===== src/rtl/adc_seq_pkg.sv =====
package adc_seq_pkg;
   typedef enum logic [1:0] {ST_IDLE, ST_ISSUE, ST_WAIT, ST_HOLD} seq_state_t;

   localparam int CTL_EN    = 0;
   localparam int CTL_GO    = 1;
   localparam int CTL_MULTI = 2;
   localparam int CTL_REP   = 3;
   localparam int CTL_BUSY  = 4;
   localparam int CTL_OVF   = 5;
   localparam int ENT_EOS   = 7;

   localparam logic [1:0] BANK_MISC = 2'b00;
   localparam logic [1:0] BANK_ENT  = 2'b01;
   localparam logic [1:0] BANK_RES  = 2'b10;

   localparam logic [2:0] MISC_CTRL = 3'd0;
   localparam logic [2:0] MISC_IE   = 3'd1;
   localparam logic [2:0] MISC_IFG  = 3'd2;
endpackage


===== src/rtl/seq_entry_bank.sv =====
module seq_entry_bank #(
   parameter int N_ENT = 4,
   parameter int CH_W  = 4,
   localparam int IDX_W = $clog2(N_ENT)
) (
   input  logic                    clk,
   input  logic                    rst_n,
   input  logic                    wr,
   input  logic [IDX_W-1:0]        widx,
   input  logic [CH_W-1:0]         wch,
   input  logic                    weos,
   input  logic                    lock,
   output logic [N_ENT*CH_W-1:0]   ch_flat,
   output logic [N_ENT-1:0]        eos
);
   for (genvar g = 0; g < N_ENT; g++) begin : g_ent
      logic [CH_W-1:0] ch_q;
      logic            eos_q;
      always_ff @(posedge clk or negedge rst_n) begin
         if (!rst_n) begin
            ch_q  <= '0;
            eos_q <= 1'b0;
         end else if (wr && !lock && widx == IDX_W'(g)) begin
            ch_q  <= wch;
            eos_q <= weos;
         end
      end
      assign ch_flat[g*CH_W +: CH_W] = ch_q;
      assign eos[g] = eos_q;
   end

   a_r9_list_locked: assert property (@(posedge clk) disable iff (!rst_n)
      lock |=> ($stable(ch_flat) && $stable(eos)));
endmodule


===== src/rtl/seq_engine.sv =====
module seq_engine
   import adc_seq_pkg::*;
#(
   parameter int N_ENT = 4,
   parameter int CH_W  = 4,
   localparam int IDX_W = $clog2(N_ENT)
) (
   input  logic                    clk,
   input  logic                    rst_n,
   input  logic                    en,
   input  logic                    multi,
   input  logic                    rep,
   input  logic                    start,
   input  logic [N_ENT*CH_W-1:0]   ch_flat,
   input  logic [N_ENT-1:0]        eos,
   input  logic                    conv_done,
   output logic                    conv_req,
   output logic [CH_W-1:0]         conv_ch,
   output logic                    store,
   output logic [IDX_W-1:0]        store_idx,
   output logic                    busy
);
   seq_state_t st_q, st_d;
   logic [IDX_W-1:0] idx_q, idx_d;
   logic last;

   assign last = eos[idx_q] || (idx_q == IDX_W'(N_ENT-1));

   always_comb begin
      st_d  = st_q;
      idx_d = idx_q;
      unique case (st_q)
         ST_IDLE: if (start) begin
            st_d  = ST_ISSUE;
            idx_d = '0;
         end
         ST_ISSUE: st_d = ST_WAIT;
         ST_WAIT: if (conv_done) begin
            if (!en || (last && !rep)) begin
               st_d = ST_IDLE;
            end else begin
               idx_d = last ? '0 : idx_q + 1'b1;
               st_d  = multi ? ST_ISSUE : ST_HOLD;
            end
         end
         ST_HOLD: begin
            if (!en) st_d = ST_IDLE;
            else if (start) st_d = ST_ISSUE;
         end
         default: st_d = ST_IDLE;
      endcase
   end

   always_ff @(posedge clk or negedge rst_n) begin
      if (!rst_n) begin
         st_q  <= ST_IDLE;
         idx_q <= '0;
      end else begin
         st_q  <= st_d;
         idx_q <= idx_d;
      end
   end

   assign conv_req  = (st_q == ST_ISSUE);
   assign conv_ch   = ch_flat[idx_q*CH_W +: CH_W];
   assign store     = (st_q == ST_WAIT) && conv_done;
   assign store_idx = idx_q;
   assign busy      = (st_q != ST_IDLE);

   a_r13_req_pulse: assert property (@(posedge clk) disable iff (!rst_n)
      conv_req |=> !conv_req);
   a_r10_no_req_when_off: assert property (@(posedge clk) disable iff (!rst_n)
      !en |=> !conv_req);
   a_r11_busy_after_start: assert property (@(posedge clk) disable iff (!rst_n)
      (start && !busy) |=> busy);
   a_r2_single_pass_ends: assert property (@(posedge clk) disable iff (!rst_n)
      (store && eos[store_idx] && !rep) |=> !busy);
endmodule


===== src/rtl/result_bank.sv =====
module result_bank #(
   parameter int N_ENT = 4,
   parameter int RES_W = 12,
   localparam int IDX_W = $clog2(N_ENT)
) (
   input  logic                   clk,
   input  logic                   rst_n,
   input  logic                   store,
   input  logic [IDX_W-1:0]       store_idx,
   input  logic [RES_W-1:0]       store_val,
   input  logic                   rd,
   input  logic [IDX_W-1:0]       rd_idx,
   output logic [N_ENT*RES_W-1:0] res_flat,
   output logic [N_ENT-1:0]       ifg,
   output logic                   ovf
);
   for (genvar g = 0; g < N_ENT; g++) begin : g_res
      logic [RES_W-1:0] val_q;
      logic             flag_q;
      logic             hit_st, hit_rd;
      assign hit_st = store && store_idx == IDX_W'(g);
      assign hit_rd = rd && rd_idx == IDX_W'(g);
      always_ff @(posedge clk or negedge rst_n) begin
         if (!rst_n) begin
            val_q  <= '0;
            flag_q <= 1'b0;
         end else begin
            if (hit_st) val_q <= store_val;
            if (hit_st) flag_q <= 1'b1;
            else if (hit_rd) flag_q <= 1'b0;
         end
      end
      assign res_flat[g*RES_W +: RES_W] = val_q;
      assign ifg[g] = flag_q;
   end

   always_ff @(posedge clk or negedge rst_n) begin
      if (!rst_n) ovf <= 1'b0;
      else if (store && ifg[store_idx]) ovf <= 1'b1;
      else if (rd) ovf <= 1'b0;
   end

   a_r7_flag_on_store: assert property (@(posedge clk) disable iff (!rst_n)
      store |=> ifg[$past(store_idx)]);
   a_r8_read_clears: assert property (@(posedge clk) disable iff (!rst_n)
      (rd && !(store && store_idx == rd_idx)) |=> !ifg[$past(rd_idx)]);
   a_r12_ovf_on_restore: assert property (@(posedge clk) disable iff (!rst_n)
      (store && ifg[store_idx]) |=> ovf);
endmodule


===== src/rtl/adc_seq_ctrl.sv =====
module adc_seq_ctrl
   import adc_seq_pkg::*;
#(
   parameter int N_ENT  = 4,
   parameter int CH_W   = 4,
   parameter int RES_W  = 12,
   parameter int DATA_W = 16,
   localparam int ADDR_W = 5,
   localparam int IDX_W  = $clog2(N_ENT)
) (
   input  logic              clk,
   input  logic              rst_n,
   input  logic              bus_we,
   input  logic              bus_re,
   input  logic [ADDR_W-1:0] bus_addr,
   input  logic [DATA_W-1:0] bus_wdata,
   output logic [DATA_W-1:0] bus_rdata,
   output logic              irq,
   output logic              conv_req,
   output logic [CH_W-1:0]   conv_ch,
   input  logic              conv_done,
   input  logic [RES_W-1:0]  conv_data
);
   if (N_ENT < 2 || N_ENT > 8) begin : g_bad_n
      $error("N_ENT must lie in 2..8");
   end
   if (CH_W < 1 || CH_W > ENT_EOS) begin : g_bad_ch
      $error("CH_W must leave bit 7 free for the end marker");
   end
   if (RES_W >= DATA_W || DATA_W < 8 || N_ENT > DATA_W) begin : g_bad_w
      $error("DATA_W must exceed RES_W and hold one flag per entry");
   end

   logic [1:0] bank;
   logic [2:0] sel;
   logic       idx_ok;
   logic       wr_ctrl, wr_ie, wr_ent, rd_res;
   logic       en_q, multi_q, rep_q, start;
   logic [N_ENT-1:0] ie_q;
   logic [N_ENT*CH_W-1:0]  ch_flat;
   logic [N_ENT-1:0]       eos;
   logic [N_ENT*RES_W-1:0] res_flat;
   logic [N_ENT-1:0]       ifg;
   logic ovf, busy, store;
   logic [IDX_W-1:0] store_idx;
   logic unused_wbits;

   assign bank    = bus_addr[4:3];
   assign sel     = bus_addr[2:0];
   assign idx_ok  = (32'(sel) < N_ENT);
   assign wr_ctrl = bus_we && bank == BANK_MISC && sel == MISC_CTRL;
   assign wr_ie   = bus_we && bank == BANK_MISC && sel == MISC_IE;
   assign wr_ent  = bus_we && bank == BANK_ENT && idx_ok;
   assign rd_res  = bus_re && bank == BANK_RES && idx_ok;
   assign start   = wr_ctrl && bus_wdata[CTL_GO] && en_q;
   assign unused_wbits = ^bus_wdata;

   always_ff @(posedge clk or negedge rst_n) begin
      if (!rst_n) begin
         en_q    <= 1'b0;
         multi_q <= 1'b0;
         rep_q   <= 1'b0;
         ie_q    <= '0;
      end else begin
         if (wr_ctrl) begin
            en_q <= bus_wdata[CTL_EN];
            if (!en_q) begin
               multi_q <= bus_wdata[CTL_MULTI];
               rep_q   <= bus_wdata[CTL_REP];
            end
         end
         if (wr_ie) ie_q <= bus_wdata[N_ENT-1:0];
      end
   end

   seq_entry_bank #(.N_ENT(N_ENT), .CH_W(CH_W)) u_list (
      .clk(clk), .rst_n(rst_n), .wr(wr_ent), .widx(sel[IDX_W-1:0]),
      .wch(bus_wdata[CH_W-1:0]), .weos(bus_wdata[ENT_EOS]), .lock(en_q),
      .ch_flat(ch_flat), .eos(eos));

   seq_engine #(.N_ENT(N_ENT), .CH_W(CH_W)) u_eng (
      .clk(clk), .rst_n(rst_n), .en(en_q), .multi(multi_q), .rep(rep_q),
      .start(start), .ch_flat(ch_flat), .eos(eos), .conv_done(conv_done),
      .conv_req(conv_req), .conv_ch(conv_ch), .store(store),
      .store_idx(store_idx), .busy(busy));

   result_bank #(.N_ENT(N_ENT), .RES_W(RES_W)) u_res (
      .clk(clk), .rst_n(rst_n), .store(store), .store_idx(store_idx),
      .store_val(conv_data), .rd(rd_res), .rd_idx(sel[IDX_W-1:0]),
      .res_flat(res_flat), .ifg(ifg), .ovf(ovf));

   assign irq = |(ifg & ie_q);

   always_comb begin
      bus_rdata = '0;
      unique case (bank)
         BANK_MISC: begin
            if (sel == MISC_CTRL) begin
               bus_rdata[CTL_EN]    = en_q;
               bus_rdata[CTL_MULTI] = multi_q;
               bus_rdata[CTL_REP]   = rep_q;
               bus_rdata[CTL_BUSY]  = busy;
               bus_rdata[CTL_OVF]   = ovf;
            end else if (sel == MISC_IE) begin
               bus_rdata[N_ENT-1:0] = ie_q;
            end else if (sel == MISC_IFG) begin
               bus_rdata[N_ENT-1:0] = ifg;
            end
         end
         BANK_ENT: if (idx_ok) begin
            bus_rdata[CH_W-1:0] = ch_flat[sel[IDX_W-1:0]*CH_W +: CH_W];
            bus_rdata[ENT_EOS]  = eos[sel[IDX_W-1:0]];
         end
         BANK_RES: if (idx_ok) begin
            bus_rdata[RES_W-1:0] = res_flat[sel[IDX_W-1:0]*RES_W +: RES_W];
         end
         default: bus_rdata = '0;
      endcase
   end

   a_r5_start_needs_enable: assert property (@(posedge clk) disable iff (!rst_n)
      $rose(busy) |-> $past(en_q));
   a_r7_irq_has_source: assert property (@(posedge clk) disable iff (!rst_n)
      irq |-> (ifg != '0));
endmodule


===== config.mk =====
export PLATFORM = sky130hd
export DESIGN_NAME = adc_seq_ctrl
export DESIGN_NICKNAME = d
export VERILOG_FILES = /design/src/rtl/adc_seq_pkg.sv /design/src/rtl/seq_entry_bank.sv /design/src/rtl/seq_engine.sv /design/src/rtl/result_bank.sv /design/src/rtl/adc_seq_ctrl.sv
export SDC_FILE = /design/constraint.sdc
export NUM_CORES = 1
export LEC_CHECK = 0
export ABC_AREA = 1
export ABC_CLOCK_PERIOD_IN_PS = 1820
export CORE_ASPECT_RATIO = 0.8
export CORE_MARGIN = 5
export CORE_UTILIZATION = 45
export DETAILED_ROUTE_END_ITERATION = 7
export DONT_BUFFER_PORTS = 1
export GPL_TIMING_DRIVEN = 0
export SKIP_LAST_GASP = 1
export SLEW_MARGIN = 40
export SYNTH_ARGS = -nofsm -noshare
export SYNTH_HDL_FRONTEND = slang
export SYNTH_HIERARCHICAL = 1
export SYNTH_SLANG_ARGS = --single-unit

===== constraint.sdc =====
create_clock -name clk -period 1.82 [get_ports clk]
set_input_delay 0.364 -clock clk [delete_from_list [all_inputs] [get_ports clk]]
set_output_delay 0.364 -clock clk [all_outputs]
set_load 0.01 [all_outputs]

## Word level (Yosys, flattened, before mapping)

Index checks and enable logic that the tools add are counted.

| word-level totals | value |
|---|---|
| bits in registers | 84 |
| output and inout bits | 22 |
| word-level logic and storage cells | 134 |

| operators by class | value |
|---|---|
| $add $sub $neg | 1 |
| multipliers | 1 |
| order comparisons | 3 |
| equal/unequal tests | 16 |
| shifts and indexed selects | 3 |
| muxes and demuxes | 41 |
| bitwise operators | 2 |
| reduce and logical (&&, ||, !) cells | 44 |

Operators by type and width:

| cell | number |
|---|---|
| $shiftx A48 B7 Y12 | 1 |
| $shiftx A16 B5 Y4 | 2 |
| $logic_and A1 B1 Y1 | 25 |
| $mux W2 | 11 |
| $mux W1 | 17 |
| $mux W4 | 4 |
| $eq A2 B2 Y1 const B | 7 |
| $reduce_bool A2 Y1 | 7 |
| $mux W12 | 1 |
| $pmux W4 S3 | 1 |
| $eq A2 B1 Y1 const B | 4 |
| $logic_not A2 Y1 | 4 |
| $pmux W2 S2 | 2 |
| $pmux W2 S4 | 1 |
| $bmux W1 S2 | 3 |
| $lt A2 B3 Y1 const B | 2 |
| $ne A2 B2 Y1 const B | 3 |
| $and A4 B4 Y4 | 1 |
| $mul A2 B2 Y4 const B | 1 |
| $reduce_and A4 Y1 | 1 |
| $reduce_or A4 Y1 | 1 |
| $eq A3 B1 Y1 const B | 1 |
| $eq A3 B2 Y1 const B | 1 |
| $logic_not A3 Y1 | 1 |
| 7 further kinds | 9 |

## Logic depth before layout (Yosys ltp)

| logic depth | value |
|---|---|
| depth in word-level cells | 8 |
| mapped depth | 11 |
| gate-level depth less buffers | 11 |

## Modules after synthesis

The synthesis kept the hierarchy.

By module, submodules not included:

| module | times used | cells each | area each (um^2) | seq. area each (um^2) |
|---|---|---|---|---|
| result_bank | 1 | 206 | 2194.6 | 1326.3 |
| adc_seq_ctrl | 1 | 259 | 1353.8 | 175.2 |
| seq_entry_bank | 1 | 99 | 872.1 | 500.5 |
| seq_engine | 1 | 68 | 396.6 | 100.1 |

## Least setup slack after synthesis

Ideal clock, no wire load.

| timing | value |
|---|---|
| path kind | in2reg |
| start | input bus_addr[3] |
| end | register u_eng.idx_q[1] (netlist: u_eng/store_idx[1]) |
| arrival time | 1.827 ns |
| required time | 1.755 ns |
| path slack | -0.072 ns |
| stages | 11 |
| path buffers | 0 |
| cell sequence | inv_1 ha_1 inv_1 nor3_4 nand2_1 nor3_1 nand2_1 o21ai_0 nand4_1 or2_0 nand2_1 |

| between the ends | value |
|---|---|
| cells in the longest elaborated chain, start to end | 7 |

RTL lines:

| element | line | RTL |
|---|---|---|
| start, declared | adc_seq_ctrl.sv:15 | `input logic [ADDR_W-1:0] bus_addr,` |
| $logic_not A2 Y1 | adc_seq_ctrl.sv:51 | `assign wr_ctrl = bus_we && bank == BANK_MISC && sel == MISC_CTRL;` |
| $logic_and A1 B1 Y1 (2 in series) | adc_seq_ctrl.sv:51 |  |
| $logic_and A1 B1 Y1 (2 in series) | adc_seq_ctrl.sv:55 | `assign start = wr_ctrl && bus_wdata[CTL_GO] && en_q;` |
| net start | adc_seq_ctrl.sv:38 | `logic en_q, multi_q, rep_q, start;` |
| $ne A2 B2 Y1 (no line) | n/a |  |
| $reduce_and A4 Y1 (no line) | n/a |  |
| end signal, assigned | seq_engine.sv:60 | `idx_q <= idx_d;` |
| end, declared | seq_engine.sv:24 | `logic [IDX_W-1:0] idx_q, idx_d;` |

The timed path passes the listed nets, and every way through them passes these cells.
A chain may end at the register's enable or synchronous reset.

## Worst setup path in the final report

| timing | value |
|---|---|
| start | input bus_addr[0] |
| end | output bus_rdata[5] |

| between the ends | value |
|---|---|
| cells in the longest elaborated chain, start to end | 4 |
| elaborated cells on any way between the ends | 7 |
| classes of those cells | 1 x mul; 1 x order compare; 1 x shift; 3 x mux; 1 x reduce/logical |

RTL lines:

| element | line | RTL |
|---|---|---|
| $mul A2 B2 Y4 | adc_seq_ctrl.sv:115 | `bus_rdata[RES_W-1:0] = res_flat[sel[IDX_W-1:0]*RES_W +: RES_W];` |
| $shiftx A48 B7 Y12 | adc_seq_ctrl.sv:115 |  |
| $mux W12 | adc_seq_ctrl.sv:114 | `BANK_RES: if (idx_ok) begin` |
| $pmux W2 S2 * | adc_seq_ctrl.sv:96 | `unique case (bank)` |
| end, declared | adc_seq_ctrl.sv:17 | `output logic [DATA_W-1:0] bus_rdata,` |

Every way passes the cells marked *; elsewhere a longest branch is shown, timed or not.

==> reports/qor.csv <==
stage;metric;value;unit
route;Starting DRT DRC Count;321;
timing;period utilization;0.988;
pwr;Switching Share;0.350;
timing;final hold violations;84;
grt;largest net degree at the start of global routing;85;
flow_run;Max Cap Viol;0;
timing;worst hold slack;-281;ps
synthesis;synthesized cell area;0.00482;sq mm
timing;max_slew headroom;0.645;
route;met3 routed WL;885;microns
pwr;combinational cell fraction of total power;0.300;
route;WL met2;5800;microns
clocking;Clock Latency Late Sink;340;ps
critical_path;worst-path fanout max;10;
floorplan;die width;126;microns
clocking;CTS H-tree lvls;3;
outcome;failing checks;negative hold slack;
critical_path;CP Capture Type;primary output;
synthesis;Post-synth EDFFs;0;
route;wire length on met1;6350;microns
pwr;Cell Pwr Density;1290;mW/mm^2
timing;Fmax;556;MHz
layout;synth-to-layout area growth;13.6;%
pwr;Int Pwr;0.00458;W
synthesis;Synth Area per Inst;7.62;sq um
min_path;Hold Crit Class;in -> async;
route;routed vias/inst;5.17;
pwr;P_sw;0.00246;W
pwr;total power;0.00704;W
timing;Least-Margin Pin Slew;532;ps
floorplan;core area;0.0104;sq mm
clocking;clock sinks;84;
floorplan;die height;103;microns
pwr;sequential fraction of design power;0.416;
pwr;clock power share;0.284;
clocking;Clock Tree Buf Depth;2;
critical_path;crit path kind;in -> out;
placed_design;RePlAce Congestion;0.844;
synthesis;synthesized flop and latch total;84;
route;DR vias;4131;
route;drt first pass iters;5;
timing;Final min period;1800;ps
clocking;CTS Buf Count;9;
floorplan;IO Pins;60;
route;drt wl/cell;16.5;microns
grt;first-pass GRT wire length;21200;microns
layout;# diodes;0;
clocking;clk root buf;clkbuf_16;
layout;Final Core Density;0.528;
synthesis;Netlist cell types;35;
critical_path;Worst EP required;1460;ps
grt;gr ovfl total;0;
pwr;P_leak;2.78;nW
synthesis;main flop type after synthesis;dfrtp_1;
layout;# fillers;1029;
grt;All-Layer GR Usage;0.211;
timing;RSZ-0062 raised after global routing;true;
synthesis;ys async rst share;1.00;
route;DRC;0;
layout;nets;698;
floorplan;die area;0.0129;sq mm
synthesis;Synthesis Warnings;6;
synthesis;Mapped Cells;632;
timing;Setup Skew;6.27;ps
grt;antenna violations before repair;0;
synthesis;register area share after synthesis;0.436;
floorplan;effective utilization at floorplan;0.465;
route;DRT antenna net count;0;
outcome;status;finished, violations left;
timing;setup violators final;0;
pwr;maximum VDD drop;0.000661;V
floorplan;# rows;33;
route;highest metal used;met4;
placed_design;Post-DP HPWL;9360;microns
route;WL final;13200;microns
critical_path;worst path arrival time;1430;ps
critical_path;Worst Setup Start Kind;primary input;
clocking;Reg clk slew, reported paths;60;ps
placed_design;number of port buffers;0;
layout;layout cells sized above 1;0.194;
clocking;CTS tree;built;
grt;vias in the first global route;3858;
timing;final slew viol count;0;
[layer usage]
layer / track usage / vias to the layer above
met5: 0 / -
met4: 0.0550 / 0
met3: 0.0482 / 15
met2: 0.321 / 129
met1: 0.307 / 1946
li1: - / 2041
[layout make-up]
class | instances | area [sq um] | share of cell area
Buffer | 32 | 282 | 0.0515
Clock buffer | 10 | 239 | 0.0437
Clock inverter | 5 | 85.1 | 0.0155
Inverter | 68 | 267 | 0.0487
Multi-Input combinational cell | 451 | 2250 | 0.412
Sequential cell | 84 | 2100 | 0.385
Tap cell | 140 | 175 | 0.0320
Timing Repair Buffer | 9 | 67.6 | 0.0123
[power by group through the flow]
stage | combinational, W | clock (W) | sequential [W]
after floorplan | 0.00164 | 0 | 0.00284
after global placement | 0.00195 | 0 | 0.00296
after detailed placement | 0.00200 | 0 | 0.00297
after CTS | 0.00209 | 0.00203 | 0.00292
after global routing | 0.00239 | 0.00211 | 0.00300
final | 0.00211 | 0.00200 | 0.00293
[Yosys cell counts, types with 5 or more instances]
library cell	instances	area share
dfrtp_1	84	0.44
ha_1	5	0.013
nand3_1	40	0.042
a31oi_1	5	0.0065
buf_4	15	0.023
nor2_1	33	0.026
nand2_2	5	0.0065
nand2_1	246	0.19
o21ai_1	28	0.029
inv_1	58	0.045
inv_2	8	0.0062
nor3_1	6	0.0062
o21ai_0	26	0.027
buf_6	11	0.026
buf_2	5	0.0052
o21ai_2	25	0.045
[stage by stage]
| step | worst slack (ps) | hold WS, ps | cells | setup TNS (ps) | area [sq um] |
|---|---|---|---|---|---|
| 3_3_place_gp | -233 | 71.4 | 775 | -2780 | 5010 |
| 4_1_cts | 5.00 | -287 | 794 | 0 | 5400 |
| 2_1_floorplan | 11.8 | 68.4 | 635 | 0 | 4840 |
| 3_5_place_dp | -280 | 71.4 | 775 | -4880 | 5010 |
| 5_1_grt | -13.8 | -300 | 799 | -60.3 | 5470 |
| 6_report | 22.4 | -281 | 799 | 0 | 5470 |
[critical path, cell delays in order]
cell and delay, ps:
buf_6 150, inv_6 80, nor2_8 130, buf_8 170, a22oi_1 80, o21ai_1 170
nand2_1 150, nand2_2 110
[sequential cells by signal (all words and copies together), names as in the netlist]
signal	flops
u_res/g_res.val_q	48
u_res/g_res.flag_q	4
ie_q	4
u_eng/store_idx	2
multi_q	1
rep_q	1
u_list/g_ent.ch_q	16
en_q	1
u_list/g_ent.eos_q	4
u_eng/st_q	2
u_res/ovf	1
[cells by family after synthesis]
logic type                 Yosys count  synth area share
AOI/OAI and AO/OA                   95             0.123
DFF                                 84             0.436
other                                1          0.000778
adders and majority gates            5            0.0130
and+or+nand+nor                    347             0.317
buffers and inverters              100             0.110
[path summary, 6_finish.rpt]
kind                            cells after the start                                    to                              start  slack, ps
min in group clk                                    2                      en_q$_DFFE_PN0N_                       bus_wdata[0]        160
worst min register to register                      2     u_list/g_ent[1].eos_q$_DFFE_PN0P_  u_list/g_ent[1].eos_q$_DFFE_PN0P_        470
max in group asynchronous                           0  u_res/g_res[1].val_q[10]$_DFFE_PN0P_                              rst_n       1950
worst min-delay path                                0             u_eng/st_q[0]$_DFFE_PN0N_                              rst_n       -280
worst max-delay path                                8                          bus_rdata[5]                        bus_addr[0]         20
worst max register to register                      7  u_res/g_res[1].val_q[11]$_DFFE_PN0P_          u_eng/st_q[0]$_DFFE_PN0N_        120
[cell usage in the layout, fill, tap and decap left out, types with 5 or more instances in the layout]
master,netlist,final
nor2_2,1,5
buf_4,15,24
o21ai_0,26,23
buf_6,11,11
dfrtp_1,84,82
a31oi_1,5,5
nand3_1,40,39
nand2_1,246,244
nor2_1,33,29
clkbuf_16,0,9
inv_2,8,9
inv_1,58,56
nand2_2,5,7
nor3_1,6,5
o21ai_2,25,26
o21ai_1,28,30
[repair_timing]
item                       CTS  global route
buffers inserted             4             5
hold endpoints to repair    84            84
cloned                       0             0
pin swaps                    1             6
setup endpoints to repair   62             8
resized for setup           11            14
(Power assumes the default switching activity.)
